<file path="config.mk">
export PLATFORM = sky130hd
export DESIGN_NAME = conv_window_seq
export DESIGN_NICKNAME = d
export VERILOG_FILES = /design/src/rtl/cws_pkg.sv /design/src/rtl/cws_pixel_ctr.sv /design/src/rtl/cws_depth_walker.sv /design/src/rtl/cws_row_buffer.sv /design/src/rtl/conv_window_seq.sv
export SDC_FILE = /design/constraint.sdc
export NUM_CORES = 1
export LEC_CHECK = 0
export BUFFER_PORTS_ARGS = -buffer_cell sky130_fd_sc_hd__buf_4
export CAP_MARGIN = 20
export CORE_MARGIN = 10
export CORE_UTILIZATION = 35
export DETAILED_ROUTE_END_ITERATION = 16
export GPL_TIMING_DRIVEN = 0
export PLACE_DENSITY = 0.69
export SYNTH_ARGS = -nofsm -noshare
export SYNTH_HDL_FRONTEND = slang
export SYNTH_SLANG_ARGS = --single-unit
</file>
<file path="constraint.sdc">
create_clock -name clk -period 1.9 [get_ports clk]
set_input_delay 0.095 -clock clk [delete_from_list [all_inputs] [get_ports clk]]
set_output_delay 0.095 -clock clk [all_outputs]
set_load 0.005 [all_outputs]
</file>
<file path="src/rtl/cws_pkg.sv">
package cws_pkg;

  typedef enum logic [1:0] {
    ST_IDLE,
    ST_GATHER,
    ST_DRAIN,
    ST_PRESENT
  } seq_state_e;

  // counter width that stays legal when the count is one
  function automatic int unsigned cw(int unsigned n);
    return (n > 1) ? $clog2(n) : 1;
  endfunction

  function automatic int unsigned tile_count(int unsigned depth, int unsigned rows);
    return (depth + rows - 1) / rows;
  endfunction

  // channel-planar activation layout
  function automatic int unsigned plane_addr(int unsigned ch, int unsigned y, int unsigned x,
                                             int unsigned h, int unsigned w);
    return (ch * h + y) * w + x;
  endfunction

endpackage

</file>
<file path="src/rtl/cws_pixel_ctr.sv">
module cws_pixel_ctr #(
  parameter int unsigned OUT_E = 6,
  parameter int unsigned OUT_F = 6,
  parameter int unsigned TILES = 3
) (
  input  logic                              clk,
  input  logic                              rst_n,
  input  logic                              adv,
  output logic [cws_pkg::cw(OUT_E)-1:0]     e,
  output logic [cws_pkg::cw(OUT_F)-1:0]     f,
  output logic [cws_pkg::cw(TILES)-1:0]     tile,
  output logic                              first_tile,
  output logic                              last_tile,
  output logic                              final_vec
);
  localparam int unsigned EW = cws_pkg::cw(OUT_E);
  localparam int unsigned FW = cws_pkg::cw(OUT_F);
  localparam int unsigned TW = cws_pkg::cw(TILES);

  logic e_end, f_end;

  assign e_end      = (e == EW'(OUT_E - 1));
  assign f_end      = (f == FW'(OUT_F - 1));
  assign first_tile = (tile == TW'(0));
  assign last_tile  = (tile == TW'(TILES - 1));
  assign final_vec  = last_tile && e_end && f_end;

  always_ff @(posedge clk or negedge rst_n) begin
    if (!rst_n) begin
      e    <= '0;
      f    <= '0;
      tile <= '0;
    end else if (adv) begin
      if (last_tile) begin
        tile <= '0;
        if (f_end) begin
          f <= '0;
          e <= e_end ? '0 : e + 1'b1;
        end else begin
          f <= f + 1'b1;
        end
      end else begin
        tile <= tile + 1'b1;
      end
    end
  end

  p_coord_range_r4: assert property (@(posedge clk) disable iff (!rst_n)
    (32'(e) < OUT_E) && (32'(f) < OUT_F) && (32'(tile) < TILES));

  p_tile_order_r4: assert property (@(posedge clk) disable iff (!rst_n)
    adv && !last_tile |=> $stable(e) && $stable(f));

endmodule

</file>
<file path="src/rtl/cws_depth_walker.sv">
module cws_depth_walker #(
  parameter int unsigned CHANNELS = 4,
  parameter int unsigned KER_R    = 3,
  parameter int unsigned KER_S    = 3
) (
  input  logic                                clk,
  input  logic                                rst_n,
  input  logic                                restart,
  input  logic                                step,
  output logic [cws_pkg::cw(CHANNELS)-1:0]    ch,
  output logic [cws_pkg::cw(KER_R)-1:0]       kr,
  output logic [cws_pkg::cw(KER_S)-1:0]       ks,
  output logic                                live
);
  localparam int unsigned CW_ = cws_pkg::cw(CHANNELS);
  localparam int unsigned RW  = cws_pkg::cw(KER_R);
  localparam int unsigned SW  = cws_pkg::cw(KER_S);

  logic s_end, r_end, c_end;

  assign s_end = (ks == SW'(KER_S - 1));
  assign r_end = (kr == RW'(KER_R - 1));
  assign c_end = (ch == CW_'(CHANNELS - 1));

  // innermost s, then r, then channel: matches the column flattening
  always_ff @(posedge clk or negedge rst_n) begin
    if (!rst_n) begin
      ch   <= '0;
      kr   <= '0;
      ks   <= '0;
      live <= 1'b1;
    end else if (restart) begin
      ch   <= '0;
      kr   <= '0;
      ks   <= '0;
      live <= 1'b1;
    end else if (step && live) begin
      if (s_end) begin
        ks <= '0;
        if (r_end) begin
          kr <= '0;
          if (c_end) begin
            ch   <= '0;
            live <= 1'b0;
          end else begin
            ch <= ch + 1'b1;
          end
        end else begin
          kr <= kr + 1'b1;
        end
      end else begin
        ks <= ks + 1'b1;
      end
    end
  end

  p_walker_range_r2: assert property (@(posedge clk) disable iff (!rst_n)
    (32'(ch) < CHANNELS) && (32'(kr) < KER_R) && (32'(ks) < KER_S));

  p_exhausted_stays_r3: assert property (@(posedge clk) disable iff (!rst_n)
    !live && !restart |=> !live);

endmodule

</file>
<file path="src/rtl/cws_row_buffer.sv">
module cws_row_buffer #(
  parameter int unsigned ROWS = 16,
  parameter int unsigned DW   = 8
) (
  input  logic                           clk,
  input  logic                           rst_n,
  input  logic                           cap_en,
  input  logic [cws_pkg::cw(ROWS)-1:0]   cap_slot,
  input  logic                           cap_live,
  input  logic [DW-1:0]                  rd_data,
  output logic [ROWS*DW-1:0]             vec
);
  localparam int unsigned SLW = cws_pkg::cw(ROWS);

  // request side delayed by one cycle to meet the read latency
  logic           p_en;
  logic [SLW-1:0] p_slot;
  logic           p_live;
  logic [DW-1:0]  slot_q [ROWS];

  always_ff @(posedge clk or negedge rst_n) begin
    if (!rst_n) begin
      p_en   <= 1'b0;
      p_slot <= '0;
      p_live <= 1'b0;
    end else begin
      p_en   <= cap_en;
      p_slot <= cap_slot;
      p_live <= cap_live;
    end
  end

  for (genvar g = 0; g < ROWS; g++) begin : g_slot
    always_ff @(posedge clk or negedge rst_n) begin
      if (!rst_n) begin
        slot_q[g] <= '0;
      end else if (p_en && (p_slot == SLW'(g))) begin
        slot_q[g] <= p_live ? rd_data : '0;
      end
    end
    assign vec[g*DW +: DW] = slot_q[g];
  end

  p_slot_range_r1: assert property (@(posedge clk) disable iff (!rst_n)
    p_en |-> (32'(p_slot) < ROWS));

endmodule

</file>
<file path="src/rtl/conv_window_seq.sv">
module conv_window_seq #(
  parameter int unsigned IMG_H    = 8,
  parameter int unsigned IMG_W    = 8,
  parameter int unsigned CHANNELS = 4,
  parameter int unsigned KER_R    = 3,
  parameter int unsigned KER_S    = 3,
  parameter int unsigned ROWS     = 16,
  parameter int unsigned DW       = 8
) (
  input  logic                                             clk,
  input  logic                                             rst_n,
  input  logic                                             weights_loaded,
  output logic                                             weights_done,
  output logic                                             act_rd_en,
  output logic [cws_pkg::cw(CHANNELS*IMG_H*IMG_W)-1:0]     act_addr,
  input  logic [DW-1:0]                                    act_rd_data,
  output logic                                             vec_valid,
  input  logic                                             vec_ready,
  output logic [ROWS*DW-1:0]                               vec_data,
  output logic [cws_pkg::cw(IMG_H-KER_R+1)-1:0]            vec_e,
  output logic [cws_pkg::cw(IMG_W-KER_S+1)-1:0]            vec_f,
  output logic                                             vec_first,
  output logic                                             vec_last
);
  import cws_pkg::*;

  localparam int unsigned OUT_E = IMG_H - KER_R + 1;
  localparam int unsigned OUT_F = IMG_W - KER_S + 1;
  localparam int unsigned DEPTH = CHANNELS * KER_R * KER_S;
  localparam int unsigned TILES = tile_count(DEPTH, ROWS);
  localparam int unsigned AW    = cw(CHANNELS * IMG_H * IMG_W);
  localparam int unsigned SLW   = cw(ROWS);
  localparam int unsigned TW    = cw(TILES);

  seq_state_e state_q;
  logic [SLW-1:0] slot_q;
  logic done_q;

  // named internal events
  logic issue, fire, restart, last_slot;
  logic first_tile, last_tile, final_vec;
  logic [TW-1:0] tile;
  logic [cw(CHANNELS)-1:0] ch;
  logic [cw(KER_R)-1:0] kr;
  logic [cw(KER_S)-1:0] ks;
  logic live;

  assign issue     = (state_q == ST_GATHER);
  assign fire      = (state_q == ST_PRESENT) && vec_ready;
  assign restart   = fire && last_tile;
  assign last_slot = (slot_q == SLW'(ROWS - 1));

  cws_pixel_ctr #(.OUT_E(OUT_E), .OUT_F(OUT_F), .TILES(TILES)) u_pix (
    .clk(clk), .rst_n(rst_n), .adv(fire),
    .e(vec_e), .f(vec_f), .tile(tile),
    .first_tile(first_tile), .last_tile(last_tile), .final_vec(final_vec)
  );

  cws_depth_walker #(.CHANNELS(CHANNELS), .KER_R(KER_R), .KER_S(KER_S)) u_walk (
    .clk(clk), .rst_n(rst_n), .restart(restart), .step(issue),
    .ch(ch), .kr(kr), .ks(ks), .live(live)
  );

  cws_row_buffer #(.ROWS(ROWS), .DW(DW)) u_buf (
    .clk(clk), .rst_n(rst_n),
    .cap_en(issue), .cap_slot(slot_q), .cap_live(live),
    .rd_data(act_rd_data), .vec(vec_data)
  );

  assign act_rd_en = issue && live;
  assign act_addr  = AW'(plane_addr(32'(ch), 32'(vec_e) + 32'(kr),
                                    32'(vec_f) + 32'(ks), IMG_H, IMG_W));

  assign vec_valid    = (state_q == ST_PRESENT);
  assign vec_first    = first_tile;
  assign vec_last     = last_tile;
  assign weights_done = done_q;

  always_ff @(posedge clk or negedge rst_n) begin
    if (!rst_n) begin
      state_q <= ST_IDLE;
      slot_q  <= '0;
      done_q  <= 1'b0;
    end else begin
      done_q <= fire && final_vec;
      unique case (state_q)
        ST_IDLE: begin
          slot_q <= '0;
          if (weights_loaded) state_q <= ST_GATHER;
        end
        ST_GATHER: begin
          slot_q <= slot_q + 1'b1;
          if (last_slot) state_q <= ST_DRAIN;
        end
        ST_DRAIN: state_q <= ST_PRESENT;
        ST_PRESENT: begin
          slot_q <= '0;
          if (vec_ready) state_q <= final_vec ? ST_IDLE : ST_GATHER;
        end
        default: state_q <= ST_IDLE;
      endcase
    end
  end

  p_hold_r6: assert property (@(posedge clk) disable iff (!rst_n)
    vec_valid && !vec_ready |=> vec_valid && $stable(vec_data) && $stable(vec_e)
      && $stable(vec_f) && $stable(vec_first) && $stable(vec_last));

  p_done_pulse_r7: assert property (@(posedge clk) disable iff (!rst_n)
    weights_done |=> !weights_done);

  p_done_cause_r7: assert property (@(posedge clk) disable iff (!rst_n)
    weights_done |-> $past(vec_valid && vec_ready && vec_last
      && (32'(vec_e) == OUT_E - 1) && (32'(vec_f) == OUT_F - 1)));

  p_no_read_present_r10: assert property (@(posedge clk) disable iff (!rst_n)
    vec_valid |-> !act_rd_en);

  p_idle_quiet_r8: assert property (@(posedge clk) disable iff (!rst_n)
    (state_q == ST_IDLE) |-> !act_rd_en && !vec_valid);

  p_addr_range_r1: assert property (@(posedge clk) disable iff (!rst_n)
    act_rd_en |-> (32'(act_addr) < CHANNELS * IMG_H * IMG_W));

endmodule

</file>
# Word level (Yosys, flattened, before mapping)
# Cells that the tools add are included.
# word_totals
romBits	0
ramBits	0
register_bits	156
out_inout_bits	147
memories	0
latch_bits	0
# classes
muxes	27
bitwise_logic	0
magnitude_cmp	0
shift	0
n_eq_ne	28
mul	0
n_reduce_logical	37
n_addsub	11
div	0
# op_table
operator	n
$eq 4x4->1 const B	9
$mux 2	16
$logic_and 1x1->1	22
$eq 4x3->1 const B	4
$eq 2x2->1 const B	6
$reduce_bool 2->1	5
$reduce_and 3->1	3
$add 2x1->2 const B	4
$add 3x2->4	2
$add 8x4->8	1
$eq 4x2->1 const B	2
$mux 8	1
$pmux 2 s4	1
$pmux 4 s2	1
$add 3x1->3 const B	2
$eq 3x3->1 const B	2
$mux 1	6
$mux 3	2
$add 5x4->5	1
$add 4x1->4 const B	1
$eq 4x1->1 const B	1
$logic_not 2->1	2
$logic_not 4->1	1
$ne 2x2->1 const B	2
5 further kinds	6

# Longest topological paths before layout
# Gate-level depths: netlist of run 1.
# logic_depth
ltp_word	6
mapped_depth	7
depth_no_buf	7

# Cells and area by module
# From an unflattened synthesis of run 1, not the netlist that was laid out.
# hier_totals
cells_unflattened	448
area_unflattened_um2	6511.2
# by_module_without_submodules
mod	seq_area_each_um2	n_inst	cells_per_inst	area_each_um2
cws_row_buffer	3353.2	1	306	5046.1
conv_window_seq	175.2	1	78	698.2
cws_pixel_ctr	200.2	1	31	400.4
cws_depth_walker	176.4	1	33	366.6

# Least setup slack after synthesis of run 1
# Ideal clock, no wire load.
# synth_timing
path_kind	reg-to-output
from	register u_pix.e[0] (netlist name)
to	output port act_addr[7] (netlist name)
path_stages_with_launch	8
path_slack_ns	0.034
required_ns	1.805
t_arrival_ns	1.771
cell_sequence	dfrtp_1 -> ha_1 -> inv_1 -> fa_1 -> nand3b_1 -> nor3_1 -> a32oi_1 -> xnor2_1
# synth_via
elab_chain_len	3
# synth_rtl
element	line_no	rtl
start: declaration	cws_pixel_ctr.sv:9	output logic [cws_pkg::cw(OUT_E)-1:0] e,
start signal: assignment	cws_pixel_ctr.sv:38	e <= e_end ? '0 : e + 1'b1;
$add 3x2->4	conv_window_seq.sv:71	assign act_addr = AW'(plane_addr(32'(ch), 32'(vec_e) + 32'(kr),
$add 5x4->5	cws_pkg.sv:22	return (ch * h + y) * w + x;
$add 8x4->8	cws_pkg.sv:22	
end: declaration	conv_window_seq.sv:15	output logic [cws_pkg::cw(CHANNELS*IMG_H*IMG_W)-1:0] act_addr,
# No other way between the ends.

# Worst setup path after layout of run 1
# layout_timing
from	register u_walk.kr[0] (netlist name)
to	output port act_addr[7] (netlist name)
# layout_via
elab_chain_len	3
# layout_rtl
element	line_no	rtl
start: declaration	cws_depth_walker.sv:11	output logic [cws_pkg::cw(KER_R)-1:0] kr,
start signal: assignment	cws_depth_walker.sv:49	kr <= kr + 1'b1;
$add 3x2->4	conv_window_seq.sv:71	
$add 5x4->5	cws_pkg.sv:22	
$add 8x4->8	cws_pkg.sv:22	
# No other way between the ends.

==> metrics.txt, run 1 <==
# TYPE chip_impl_metric gauge
chip_impl_metric{name="syn_area_per_cell",unit="um2"} 12.1
chip_impl_metric{name="detail_route.drc_violations",unit=""} 0
chip_impl_info{name="top_signal_layer_used",value="met4"} 1
chip_impl_metric{name="timing.fmax",unit="MHz"} 420
chip_impl_metric{name="drt_pass1_iterations",unit=""} 4
chip_impl_metric{name="critPathArrivalTime",unit="ns"} 2.29
chip_impl_metric{name="finalHoldWorstSlack",unit="ns"} 0.0908
chip_impl_metric{name="maximum_single_stage_delay_on_the_critical_path",unit="ns"} 0.46
chip_impl_metric{name="detail-route-antenna-nets",unit=""} 0
chip_impl_metric{name="floorplan.initialDensity",unit=""} 0.354
chip_impl_metric{name="route.final.wire_length",unit="um"} 17200
chip_impl_metric{name="met3_wirelength",unit="um"} 1180
chip_impl_metric{name="setup_tns_after_final_layout",unit="ns"} -1.32
chip_impl_metric{name="multiInputGateArea",unit="mm2"} 0.00230
chip_impl_metric{name="port_buffers",unit=""} 158
chip_impl_metric{name="final_period_minus_worst_setup_slack",unit="ns"} 2.38
chip_impl_metric{name="clock_network_latency_to_the_later_pin_of_the_worst_skew_pair",unit="ns"} 0.42
chip_impl_metric{name="timing.reg2reg.worst_path_depth",unit=""} 6
chip_impl_metric{name="async_reset_ff_frac",unit=""} 1.00
chip_impl_metric{name="yosys_warnings",unit=""} 0
chip_impl_metric{name="post_synth_inst_count",unit=""} 521
chip_impl_metric{name="power.leakage",unit="nW"} 4.35
chip_impl_metric{name="first_iter_violations",unit=""} 184
chip_impl_metric{name="timing.critical_path.buf_inv",unit=""} 2
chip_impl_info{name="crit-reg2reg-capture",value="u_walk.ch[1]"} 1
chip_impl_metric{name="synthesized_area",unit="mm2"} 0.00633
chip_impl_metric{name="num-nets-final",unit=""} 735
chip_impl_metric{name="ys_seq_area_frac",unit=""} 0.617
chip_impl_metric{name="die_h",unit="um"} 154
chip_impl_metric{name="core",unit="mm2"} 0.0179
chip_impl_metric{name="mappedNetlistNets",unit=""} 546
chip_impl_info{name="start_kind",value="register"} 1
chip_impl_metric{name="timing.slew.headroom",unit=""} 0.586
chip_impl_info{name="critical_path.startpoint",value="u_walk.kr[0]"} 1
chip_impl_info{name="cts_tree",value="done"} 1
chip_impl_metric{name="clkTransAtPathRegs",unit="ns"} 0.06
chip_impl_metric{name="routed-wl-met2",unit="um"} 7830
chip_impl_metric{name="netlist-cell-type-count",unit=""} 41
chip_impl_metric{name="worstMarginPinSlew",unit="ns"} 0.621
chip_impl_metric{name="htree_levels",unit=""} 4
chip_impl_info{name="worst_path_max_delay_cell",value="fa_1"} 1
chip_impl_metric{name="clock_net_sink_count",unit=""} 156
chip_impl_metric{name="grt_pass1_wl",unit="um"} 27300
chip_impl_metric{name="antenna_violations_before_repair",unit=""} 0
chip_impl_info{name="timing.rr.start",value="state_q[1]"} 1
chip_impl_metric{name="timing.final.ws_setup",unit="ns"} -0.483
chip_impl_metric{name="finalClockSkew",unit="ns"} 0.0115
chip_impl_metric{name="place_congestion",unit=""} 0.771
chip_impl_metric{name="critPathMaxFanout",unit=""} 3
chip_impl_metric{name="tritoncts.num_buffers",unit=""} 17
chip_impl_metric{name="grt_pass1_vias",unit=""} 4776
chip_impl_metric{name="n_antenna_cell",unit=""} 0
chip_impl_metric{name="total_power",unit="mW"} 10.6
chip_impl_info{name="failing_checks",value="setup timing"} 1
chip_impl_info{name="prevailing_post_synth_register_cell",value="dfrtp_1"} 1
chip_impl_metric{name="grt_usage",unit=""} 0.144
chip_impl_info{name="clock_tree.root_cell",value="clkbuf_16"} 1
chip_impl_metric{name="area_growth_syn_to_layout",unit="%"} 35.7
chip_impl_metric{name="via_count",unit=""} 4564
chip_impl_metric{name="setup_violations",unit=""} 5
chip_impl_metric{name="fp-row-count",unit=""} 49
chip_impl_info{name="grt_setup_unrepaired",value="true"} 1
chip_impl_info{name="min_from",value="weights_loaded"} 1
chip_impl_metric{name="hold_path_cells",unit=""} 5
chip_impl_info{name="timing.critical_path.max_delay_family",value="adder cells"} 1
chip_impl_metric{name="period_share",unit=""} 1.25
chip_impl_metric{name="crit_required",unit="ns"} 1.80
chip_impl_metric{name="die_w",unit="um"} 154
chip_impl_metric{name="die_area",unit="mm2"} 0.0239
chip_impl_metric{name="vdd.ir_drop.worst",unit="V"} 0.000650
chip_impl_metric{name="grt_start_max_net_pins",unit=""} 101
chip_impl_info{name="worstSetupEndpointType",value="output port"} 1
chip_impl_metric{name="ys_seq_elements",unit=""} 156
chip_impl_info{name="timing.hold.worst_endpoint",value="state_q[0]"} 1
chip_impl_metric{name="regArea",unit="mm2"} 0.00391
chip_impl_metric{name="clock_tree.buffer_depth",unit=""} 2
chip_impl_info{name="chain_of_cells_forming_the_critical_path",value="ha_2, inv_2, fa_1, nand3b_1, o21bai_1, a32oi_1, xnor2_1, buf_4"} 1
chip_impl_metric{name="post-route-util",unit=""} 0.480
chip_impl_metric{name="number_of_enable_flip_flop_cells_after_synthesis",unit=""} 0
chip_impl_metric{name="wirelength_met1",unit="um"} 7900
chip_impl_info{name="min-delay-path-class",value="in2reg"} 1
chip_impl_metric{name="register_to_register_setup_slack",unit="ns"} 0.06
chip_impl_metric{name="final_hold_viol_count",unit=""} 0
chip_impl_metric{name="route.detailed.wl_per_inst",unit="um"} 18.1
chip_impl_metric{name="cap_violations",unit=""} 0
chip_impl_metric{name="hpwlAfterDp",unit="um"} 12200
chip_impl_metric{name="detail_route.vias_per_cell",unit=""} 4.80
chip_impl_info{name="timing_worst_setup_path_type",value="reg2out"} 1
chip_impl_metric{name="io-pin-count",unit=""} 159
chip_impl_metric{name="fraction_of_final_layout_cells_sized_beyond_drive_strength_1",unit=""} 0.425
chip_impl_info{name="outcome",value="finished, violations left"} 1
chip_impl_metric{name="number_of_fill_cells_in_the_layout",unit=""} 1648
chip_impl_metric{name="grt.overflow.total",unit=""} 0
chip_impl_metric{name="power_density",unit="mW/mm2"} 1240
chip_impl_metric{name="final_max_slew_viol_count",unit=""} 0
worst reg2reg max path, delay by kind of cell (launching register included):
family	cells	cell delay (ns)
flops	1	0.41
mux	1	0.24
simple gates	3	0.68
buf+inv	1	0.12
fa+ha+maj	1	0.27
report_power, final:
group,leakage [nW],internal (mW),switching [mW]
sequential,2.13,3.87,0.415
clock,0.304,2.24,1.39
combinational,1.91,1.24,1.48
total,4.35,7.35,3.28
routing by layer:
metal / up-vias / global-route usage
met3: 19 / 0.0488
li1: 2155 / -
met5: - / 0
met1: 2251 / 0.185
met4: 0 / 0.0463
met2: 139 / 0.222
cell families (layout without fill, tap and decap cells):
kind of cell / after synthesis / count (layout) / synth area share
flops: 156 / 156 / 0.617
simple gates: 152 / 152 / 0.113
compound gates: 80 / 80 / 0.0680
mux: 77 / 77 / 0.137
buf+inv: 34 / 235 / 0.0251
fa+ha+maj: 13 / 13 / 0.0281
xor+xnor: 9 / 9 / 0.0125
stage by stage:
stage	cell area, um2	instances	setup slack (ns)
finish	8590	951	-0.483
global route	8590	951	-0.648
CTS	8580	950	-0.532
detailed placement	7840	909	-0.177
global placement	7800	908	-0.198
floorplan	6330	521	0.0336
worst max-delay path by stage:
stage | to | slack, ns | cells past startpoint
2_1_floorplan | act_addr[7] | 0.03 | 7
3_3_place_gp | act_addr[7] | -0.20 | 8
3_5_place_dp | act_addr[7] | -0.18 | 8
4_1_cts | act_addr[7] | -0.53 | 8
5_1_grt | act_addr[7] | -0.65 | 8
6_report | act_addr[7] | -0.48 | 8
Yosys cell counts (2+ instances only):
cell type	n	area [um2]
a21o_1	2	15.0
a21oi_1	6	30.0
a32oi_1	2	17.5
and2_1	7	43.8
buf_2	7	35.0
buf_6	3	33.8
clkbuf_1	14	52.6
dfrtp_1	155	3880
fa_1	2	40.0
ha_1	11	138
inv_1	10	37.5
mux2_2	75	845
mux2i_1	2	20.0
nand2_1	82	308
nand2b_1	6	37.5
nand3_1	7	35.0
nand3b_1	5	37.5
nor2_1	15	56.3
nor2_2	9	56.3
nor2b_1	3	18.8
nor3_1	6	30.0
o21ai_0	41	205
o21ai_1	24	120
or3_1	3	18.8
xnor2_1	3	26.3
xor2_1	6	52.6
placed cells by master, fill, tap and decap left out, types with 2 or more instances in the layout:
master	synthesis	routed
nor3_1	6	5
o21ai_1	24	24
or3_1	3	3
nand2_1	82	82
dfrtp_2	0	4
ha_1	11	9
bufinv_16	0	4
nor2_2	9	9
buf_6	3	3
nor2_1	15	15
and2_1	7	7
nand2b_1	6	6
nand3b_1	5	5
dfrtp_1	155	151
xnor2_1	3	3
xor2_1	6	5
buf_4	0	166
inv_1	10	9
a21oi_1	6	5
clkbuf_16	0	17
clkbuf_1	14	14
dlygate4sd3_1	0	2
mux2_2	75	75
nand3_1	7	7
a32oi_1	2	2
o21ai_0	41	41
nor2b_1	3	3
clkinv_4	0	3
a21o_1	2	2
mux2i_1	2	2
buf_2	7	7
clkinv_2	0	2
clkinvlp_4	0	2
ha_2	0	2
state kept, by name, summed over array words and instances, names as in the netlist, 2 cells and up:
| register | flops |
|---|---|
| state_q | 2 |
| slot_q | 4 |
| u_pix.e | 3 |
| u_buf.vec | 128 |
| u_buf.p_slot | 4 |
| u_pix.tile | 2 |
| u_pix.f | 3 |
| u_walk.ks | 2 |
| u_walk.ch | 2 |
| u_walk.kr | 2 |
area by class of cell:
type	instances	share of cell area
flip-flops and latches	156	0.455
inverters	10	0.00437
plain buffers	24	0.0141
well taps	229	0.0334
clock buffers	18	0.0511
clock inverters	13	0.0223
multi-input cells	331	0.267
repair buffers	170	0.152
repair_timing:
action	4_1_cts	5_1_grt
endpoints found under the setup margin	7	10
setup buffers	8	3
hold endpoints to repair	57	0
gates resized for setup	12	1
hold buffers	2	0
pin swaps	8	8
No activity file was read; power rests on OpenSTA's default activity.
==> run 2: changes to the inputs <==
--- a/config.mk
+++ b/config.mk
@@ -11,7 +11,7 @@
 export CORE_UTILIZATION = 35
 export DETAILED_ROUTE_END_ITERATION = 16
 export GPL_TIMING_DRIVEN = 0
-export PLACE_DENSITY = 0.69
+export PLACE_DENSITY = 0.55
 export SYNTH_ARGS = -nofsm -noshare
 export SYNTH_HDL_FRONTEND = slang
 export SYNTH_SLANG_ARGS = --single-unit
==> run 2 against run 1 <==
  * The flow still finishes with violations (setup timing)
  * Global-route usage rose by 0.53 points
  * Via count hardly changed
  * Worst setup slack worse by 0.071 ns
  * Core utilization increased by 0.17 points
  * First-iteration DRC count rose by 28%
  * Sequential power barely moved
  * Critical endpoint unchanged
==> metrics.txt, run 2 (synthesized netlist as in run 1, its figures left out) <==
# TYPE chip_impl_metric gauge
chip_impl_info{name="start_kind",value="register"} 1
chip_impl_metric{name="setup_violations",unit=""} 6
chip_impl_metric{name="tritoncts.num_buffers",unit=""} 17
chip_impl_metric{name="htree_levels",unit=""} 4
chip_impl_metric{name="grt_pass1_wl",unit="um"} 28200
chip_impl_metric{name="antenna_violations_before_repair",unit=""} 0
chip_impl_metric{name="die_w",unit="um"} 154
chip_impl_info{name="min_from",value="weights_loaded"} 1
chip_impl_metric{name="hpwlAfterDp",unit="um"} 12900
chip_impl_metric{name="port_buffers",unit=""} 158
chip_impl_metric{name="maximum_single_stage_delay_on_the_critical_path",unit="ns"} 0.42
chip_impl_metric{name="floorplan.initialDensity",unit=""} 0.354
chip_impl_info{name="chain_of_cells_forming_the_critical_path",value="ha_2, inv_2, fa_1, nand3b_1, o21bai_1, a32oi_1, xnor2_1, buf_4"} 1
chip_impl_metric{name="critPathArrivalTime",unit="ns"} 2.36
chip_impl_metric{name="clock_network_latency_to_the_later_pin_of_the_worst_skew_pair",unit="ns"} 0.42
chip_impl_metric{name="finalClockSkew",unit="ns"} 0.0105
chip_impl_info{name="clock_tree.root_cell",value="clkbuf_16"} 1
chip_impl_info{name="timing_worst_setup_path_type",value="reg2out"} 1
chip_impl_metric{name="place_congestion",unit=""} 0.806
chip_impl_info{name="failing_checks",value="setup timing"} 1
chip_impl_metric{name="number_of_fill_cells_in_the_layout",unit=""} 1669
chip_impl_metric{name="drt_pass1_iterations",unit=""} 4
chip_impl_metric{name="grt.overflow.total",unit=""} 0
chip_impl_metric{name="n_antenna_cell",unit=""} 0
chip_impl_metric{name="num-nets-final",unit=""} 735
chip_impl_info{name="min-delay-path-class",value="in2reg"} 1
chip_impl_metric{name="area_growth_syn_to_layout",unit="%"} 36.2
chip_impl_metric{name="timing.final.ws_setup",unit="ns"} -0.554
chip_impl_metric{name="finalHoldWorstSlack",unit="ns"} 0.116
chip_impl_metric{name="register_to_register_setup_slack",unit="ns"} -0.02
chip_impl_info{name="mostFrequentLayoutCells",value="buf_4, dfrtp_1, nand2_1"} 1
chip_impl_metric{name="cap_violations",unit=""} 0
chip_impl_info{name="outcome",value="finished, violations left"} 1
chip_impl_info{name="timing.hold.worst_endpoint",value="state_q[0]"} 1
chip_impl_metric{name="power.leakage",unit="nW"} 4.34
chip_impl_metric{name="core",unit="mm2"} 0.0179
chip_impl_metric{name="io-pin-count",unit=""} 159
chip_impl_metric{name="hold_path_cells",unit=""} 5
chip_impl_metric{name="first_iter_violations",unit=""} 236
chip_impl_metric{name="route.final.wire_length",unit="um"} 17700
chip_impl_metric{name="power_density",unit="mW/mm2"} 1230
chip_impl_metric{name="post-route-util",unit=""} 0.482
chip_impl_metric{name="detail_route.vias_per_cell",unit=""} 4.80
chip_impl_metric{name="timing.fmax",unit="MHz"} 408
chip_impl_metric{name="clock_net_sink_count",unit=""} 156
chip_impl_metric{name="via_count",unit=""} 4568
chip_impl_metric{name="grt_start_max_net_pins",unit=""} 98
chip_impl_metric{name="grt_pass1_vias",unit=""} 4829
chip_impl_info{name="worstSetupEndpointType",value="output port"} 1
chip_impl_info{name="cts_tree",value="done"} 1
chip_impl_metric{name="grt_usage",unit=""} 0.149
chip_impl_metric{name="period_share",unit=""} 1.29
chip_impl_metric{name="final_period_minus_worst_setup_slack",unit="ns"} 2.45
chip_impl_info{name="timing.rr.start",value="state_q[1]"} 1
chip_impl_metric{name="clock_tree.buffer_depth",unit=""} 2
chip_impl_info{name="grt_setup_unrepaired",value="true"} 1
chip_impl_info{name="worst_path_max_delay_cell",value="fa_1"} 1
chip_impl_metric{name="die_h",unit="um"} 154
chip_impl_metric{name="fraction_of_final_layout_cells_sized_beyond_drive_strength_1",unit=""} 0.430
chip_impl_metric{name="placement.setup.worst_slack",unit="ns"} -0.251
chip_impl_metric{name="final_hold_viol_count",unit=""} 0
chip_impl_metric{name="route.detailed.wl_per_inst",unit="um"} 18.6
chip_impl_metric{name="detail_route.drc_violations",unit=""} 0
chip_impl_metric{name="final_max_slew_viol_count",unit=""} 0
chip_impl_info{name="layout_commonest_cell",value="buf_4"} 1
chip_impl_metric{name="cell_count_after_placement",unit=""} 909
chip_impl_metric{name="timing.slew.headroom",unit=""} 0.510
chip_impl_metric{name="vdd.ir_drop.worst",unit="V"} 0.000706
chip_impl_info{name="crit-reg2reg-capture",value="u_walk.ch[1]"} 1
chip_impl_metric{name="timing.reg2reg.worst_path_depth",unit=""} 6
chip_impl_metric{name="critPathMaxFanout",unit=""} 3
chip_impl_metric{name="clkTransAtPathRegs",unit="ns"} 0.07
chip_impl_metric{name="detail-route-antenna-nets",unit=""} 0
chip_impl_metric{name="largest_register_ffs",unit=""} 128
chip_impl_metric{name="stdcell_count",unit=""} 952
chip_impl_metric{name="crit_required",unit="ns"} 1.80
chip_impl_metric{name="worstMarginPinSlew",unit="ns"} 0.735
chip_impl_metric{name="fp-row-count",unit=""} 49
chip_impl_metric{name="die_area",unit="mm2"} 0.0239
[run 2: changes by cell type in the layout (fill, tap and decap cells not counted), moves of 2 or more]
| cell | previous run | this run |
|---|---|---|
| buf_6 | 3 | 5 |
| clkinv_4 | 3 | 0 |
| clkinvlp_4 | 2 | 4 |
| ha_4 | 0 | 2 |
| inv_6 | 1 | 4 |
[run 2: final cells by class]
cell class	count	area [um2]	area share
inverters	10	37.5	0.00435
flip-flops and latches	156	3910	0.454
repair buffers	170	1310	0.152
plain buffers	24	121	0.0141
clock inverters	14	183	0.0212
multi-input cells	331	2340	0.272
clock buffers	18	429	0.0498
well taps	229	287	0.0332
[run 2: layer usage]
metal  part of all wire  global-route usage  vias to the layer above
met5                  0                   0                        -
met4             0.0074              0.0391                        0
met3              0.068              0.0524                        9
met2               0.47               0.232                      135
met1               0.46               0.192                     2266
li1                   -                   -                     2158
[run 2: critical path: cells and delay by family (launching register included)]
family	cells	cell delay, ns
adder cells (fa/ha/maj)	2	0.62
flip-flops	1	0.40
AO/OA/AOI/OAI	2	0.30
AND/OR/NAND/NOR	1	0.23
buffers and inverters	2	0.20
XOR/XNOR	1	0.20
[run 2: metrics by stage]
step / power (mW) / TNS, ns / cell area (um2)
finish: 10.6 / -1.67 / 8620
global route: 11.3 / -2.84 / 8620
CTS: 10.7 / -2.00 / 8590
detailed placement: 6.98 / -0.325 / 7830
global placement: 6.88 / -2.42 / 7800
floorplan: 5.55 / 0 / 6330
[run 2: worst max path at each step]
stage,endpoint,slack [ns],from,depth (start not counted)
finish,act_addr[7],-0.55,u_pix.e[0],8
floorplan,act_addr[7],0.03,u_pix.e[0],7
global placement,act_addr[7],-0.23,u_pix.e[0],8
CTS,act_addr[7],-0.59,u_walk.kr[0],8
global route,act_addr[7],-0.69,u_pix.e[0],8
detailed placement,act_addr[7],-0.25,u_pix.e[0],8
[run 2: timing repair]
action / 4_1_cts / 5_1_grt
cloned: 0 / 0
setup buffers: 9 / 1
hold endpoints to repair: 60 / 0
pin swaps: 6 / 8
gates resized for setup: 15 / 6
endpoints found under the setup margin: 9 / 8
hold buffers: 2 / 0
[run 2: power by group]
| group | internal (mW) | switching, mW |
|---|---|---|
| Combinational | 1.26 | 1.48 |
| Clock | 2.10 | 1.42 |
| Sequential | 3.87 | 0.441 |
==> run 3: changes to the inputs <==
--- a/config.mk
+++ b/config.mk
@@ -5,10 +5,12 @@
 export SDC_FILE = /design/constraint.sdc
 export NUM_CORES = 1
 export LEC_CHECK = 0
+export ABC_AREA = 1
 export BUFFER_PORTS_ARGS = -buffer_cell sky130_fd_sc_hd__buf_4
 export CAP_MARGIN = 20
 export CORE_MARGIN = 10
 export CORE_UTILIZATION = 35
+export CTS_BUF_LIST = sky130_fd_sc_hd__clkbuf_8
 export DETAILED_ROUTE_END_ITERATION = 16
 export GPL_TIMING_DRIVEN = 0
 export PLACE_DENSITY = 0.55
==> run 3 against run 2 <==
  * The run still ends with setup timing left
  * Clock-buffer cell count shrank 1
  * Sequential power grew 17%
  * Clock power shrank 23%
  * Cell count grew 14%
  * Clock skew grew 0.0087 ns
  * Critical path depth is the same
  * Maximum frequency grew 3.7%
  * Largest cell class unchanged
==> metrics.txt, run 3 <==
# TYPE chip_impl_metric gauge
chip_impl_metric{name="multiInputGateArea",unit="mm2"} 0.00206
chip_impl_metric{name="timing.reg2reg.worst_path_depth",unit=""} 4
chip_impl_metric{name="antenna_violations_before_repair",unit=""} 0
chip_impl_metric{name="largest_register_ffs",unit=""} 128
chip_impl_info{name="layout_commonest_cell",value="nand2_1"} 1
chip_impl_metric{name="yosys_warnings",unit=""} 0
chip_impl_info{name="timing.rr.start",value="u_buf.p_live"} 1
chip_impl_metric{name="vdd.ir_drop.worst",unit="V"} 0.000644
chip_impl_metric{name="grt_pass1_wl",unit="um"} 29800
chip_impl_info{name="start_kind",value="register"} 1
chip_impl_info{name="min-delay-path-class",value="in2reg"} 1
chip_impl_metric{name="clkTransAtPathRegs",unit="ns"} 0.10
chip_impl_metric{name="ys_seq_area_frac",unit=""} 0.619
chip_impl_metric{name="timing.slew.headroom",unit=""} 0.579
chip_impl_metric{name="placed_cell_area",unit="mm2"} 0.00781
chip_impl_info{name="min_from",value="act_rd_data[6]"} 1
chip_impl_info{name="yosysTopAreaCell",value="dfrtp_1"} 1
chip_impl_metric{name="final_period_minus_worst_setup_slack",unit="ns"} 2.37
chip_impl_metric{name="grt.overflow.total",unit=""} 0
chip_impl_metric{name="num-nets-final",unit=""} 870
chip_impl_metric{name="route.final.wire_length",unit="um"} 18500
chip_impl_metric{name="core",unit="mm2"} 0.0178
chip_impl_metric{name="area_growth_syn_to_layout",unit="%"} 33.0
chip_impl_info{name="timing.hold.worst_endpoint",value="u_buf.vec[110]"} 1
chip_impl_metric{name="fp-row-count",unit=""} 49
chip_impl_metric{name="timing.final.ws_setup",unit="ns"} -0.466
chip_impl_metric{name="total_power",unit="mW"} 12.0
chip_impl_metric{name="netlist-cell-type-count",unit=""} 26
chip_impl_metric{name="worstMarginPinSlew",unit="ns"} 0.631
chip_impl_metric{name="power.leakage",unit="nW"} 4.18
chip_impl_metric{name="grt_start_max_net_pins",unit=""} 103
chip_impl_metric{name="die_h",unit="um"} 154
chip_impl_metric{name="timing.fmax",unit="MHz"} 423
chip_impl_metric{name="via_count",unit=""} 5188
chip_impl_metric{name="register_to_register_setup_slack",unit="ns"} 0.13
chip_impl_metric{name="cap_violations",unit=""} 0
chip_impl_info{name="failing_checks",value="setup timing"} 1
chip_impl_info{name="outcome",value="finished, violations left"} 1
chip_impl_info{name="ys_top_cells_by_area",value="dfrtp_1, nand2_1, o21ai_0"} 1
chip_impl_metric{name="finalClockSkew",unit="ns"} 0.0191
chip_impl_info{name="timing_worst_setup_path_type",value="reg2out"} 1
chip_impl_info{name="clock_tree.root_cell",value="clkbuf_8"} 1
chip_impl_metric{name="detail-route-antenna-nets",unit=""} 0
chip_impl_metric{name="critPathMaxFanout",unit=""} 2
chip_impl_metric{name="async_reset_ff_frac",unit=""} 1.00
chip_impl_metric{name="crit_required",unit="ns"} 1.80
chip_impl_metric{name="clock_network_latency_to_the_later_pin_of_the_worst_skew_pair",unit="ns"} 0.47
chip_impl_metric{name="place_congestion",unit=""} 0.816
chip_impl_metric{name="grt_pass1_vias",unit=""} 5287
chip_impl_metric{name="postLayoutCellArea",unit="mm2"} 0.00839
chip_impl_metric{name="die_w",unit="um"} 154
chip_impl_metric{name="number_of_enable_flip_flop_cells_after_synthesis",unit=""} 0
chip_impl_metric{name="finalHoldWorstSlack",unit="ns"} 0.0950
chip_impl_metric{name="tritoncts.num_buffers",unit=""} 17
chip_impl_metric{name="mappedNetlistNets",unit=""} 682
chip_impl_info{name="post_synth_most_frequent_cells",value="nand2_1, dfrtp_1, o21ai_0, inv_1, nor2_1"} 1
chip_impl_metric{name="final_hold_viol_count",unit=""} 0
chip_impl_metric{name="period_share",unit=""} 1.25
chip_impl_metric{name="port_buffers",unit=""} 158
chip_impl_metric{name="htree_levels",unit=""} 4
chip_impl_metric{name="post_synth_inst_count",unit=""} 657
chip_impl_metric{name="critPathArrivalTime",unit="ns"} 2.27
chip_impl_metric{name="hold_path_cells",unit=""} 3
chip_impl_metric{name="synthesized_area",unit="mm2"} 0.00631
chip_impl_info{name="prevailing_post_synth_register_cell",value="dfrtp_1"} 1
chip_impl_metric{name="floorplan.initialDensity",unit=""} 0.353
chip_impl_metric{name="route.detailed.wl_per_inst",unit="um"} 17.1
chip_impl_metric{name="grt_usage",unit=""} 0.157
chip_impl_metric{name="hpwlAfterDp",unit="um"} 13400
chip_impl_info{name="crit-reg2reg-capture",value="u_buf.vec[46]"} 1
chip_impl_metric{name="fraction_of_final_layout_cells_sized_beyond_drive_strength_1",unit=""} 0.287
chip_impl_metric{name="final_max_slew_viol_count",unit=""} 0
chip_impl_metric{name="post-synth-top-area-fraction",unit=""} 0.615
chip_impl_metric{name="detail_route.vias_per_cell",unit=""} 4.77
chip_impl_info{name="most_frequent_cell_after_synthesis",value="nand2_1"} 1
chip_impl_metric{name="first_iter_violations",unit=""} 270
chip_impl_metric{name="power_density",unit="mW/mm2"} 1430
chip_impl_metric{name="syn_area_per_cell",unit="um2"} 9.60
chip_impl_metric{name="regArea",unit="mm2"} 0.00391
chip_impl_metric{name="die_area",unit="mm2"} 0.0238
chip_impl_metric{name="detail_route.drc_violations",unit=""} 0
chip_impl_metric{name="setup_tns_after_final_layout",unit="ns"} -1.58
chip_impl_metric{name="clock_net_sink_count",unit=""} 156
chip_impl_info{name="grt_setup_unrepaired",value="true"} 1
chip_impl_metric{name="setup_violations",unit=""} 4
chip_impl_metric{name="clock_tree.buffer_depth",unit=""} 2
chip_impl_info{name="mostFrequentLayoutCells",value="nand2_1, buf_4, dfrtp_1"} 1
chip_impl_info{name="cts_tree",value="done"} 1
chip_impl_metric{name="drt_pass1_iterations",unit=""} 4
chip_impl_info{name="worstSetupEndpointType",value="output port"} 1
chip_impl_metric{name="io-pin-count",unit=""} 159
chip_impl_metric{name="number_of_fill_cells_in_the_layout",unit=""} 1718
chip_impl_metric{name="ys_seq_elements",unit=""} 156
chip_impl_metric{name="n_antenna_cell",unit=""} 0
run 3: final cells by class:
| type | count | area share |
|---|---|---|
| flip-flops and latches | 156 | 0.466 |
| multi-input cells | 419 | 0.245 |
| repair buffers | 169 | 0.156 |
| well taps | 229 | 0.0342 |
| clock buffers | 17 | 0.0279 |
| inverters | 54 | 0.0242 |
| clock inverters | 15 | 0.0234 |
| plain buffers | 28 | 0.0231 |
run 3: worst max-delay path by stage:
| stage | from | end | slack, ns | cells after the start |
|---|---|---|---|---|
| floorplan | u_pix.e[0] | act_addr[7] | 0.19 | 9 |
| global placement | u_pix.e[0] | act_addr[7] | -0.05 | 10 |
| detailed placement | u_pix.e[0] | act_addr[7] | -0.06 | 10 |
| CTS | u_pix.e[0] | act_addr[5] | -0.49 | 8 |
| global route | u_pix.e[0] | act_addr[5] | -0.57 | 8 |
| finish | u_pix.e[0] | act_addr[5] | -0.47 | 8 |
run 3: power breakdown:
| part | internal (mW) | total [mW] | switching, mW |
|---|---|---|---|
| Sequential | 4.32 | 5.06 | 0.736 |
| Clock | 1.25 | 2.72 | 1.46 |
| Combinational | 2.05 | 4.19 | 2.14 |
run 3: metal layers:
layer / wire, um / share of wire / vias to the layer above / GRT usage
met1: 8020 / 0.43 / 2538 / 0.196
li1: - / - / 2492 / -
met4: 362 / 0.020 / 0 / 0.0585
met5: 0 / 0 / - / 0
met3: 1180 / 0.063 / 21 / 0.0463
met2: 8980 / 0.48 / 137 / 0.251
run 3: critical path: stages, from the launching register on:
cell and delay [ns]:
dfrtp_1 0.40, ha_2 0.20, inv_2 0.04, fa_1 0.47
nor2_2 0.17, nand3_2 0.11, buf_6 0.14, xor2_2 0.14
buf_4 0.14
run 3: stage by stage:
step	utilization	setup slack, ns	instances
detailed placement	0.438	-0.0558	1045
finish	0.470	-0.466	1087
floorplan	-	0.195	657
global route	0.470	-0.573	1087
global placement	0.436	-0.0494	1044
CTS	0.467	-0.492	1084
run 3: repair_timing:
| item | in CTS | in global routing |
|---|---|---|
| setup endpoints to repair | 5 | 21 |
| setup buffers | 5 | 3 |
| endpoints found under the hold margin | 57 | 0 |
| resized for setup | 8 | 17 |
| pin swaps | 8 | 5 |
| hold buffers | 2 | 0 |
run 3: logic make-up after synthesis:
family / Yosys count / share of synthesized area
multiplexers: 1 / 0.00159
buffers and inverters: 82 / 0.0621
adder cells (fa/ha/maj): 13 / 0.0282
flip-flops: 156 / 0.619
AND/OR/NAND/NOR: 251 / 0.163
XOR/XNOR: 5 / 0.00694
AO/OA/AOI/OAI: 149 / 0.119
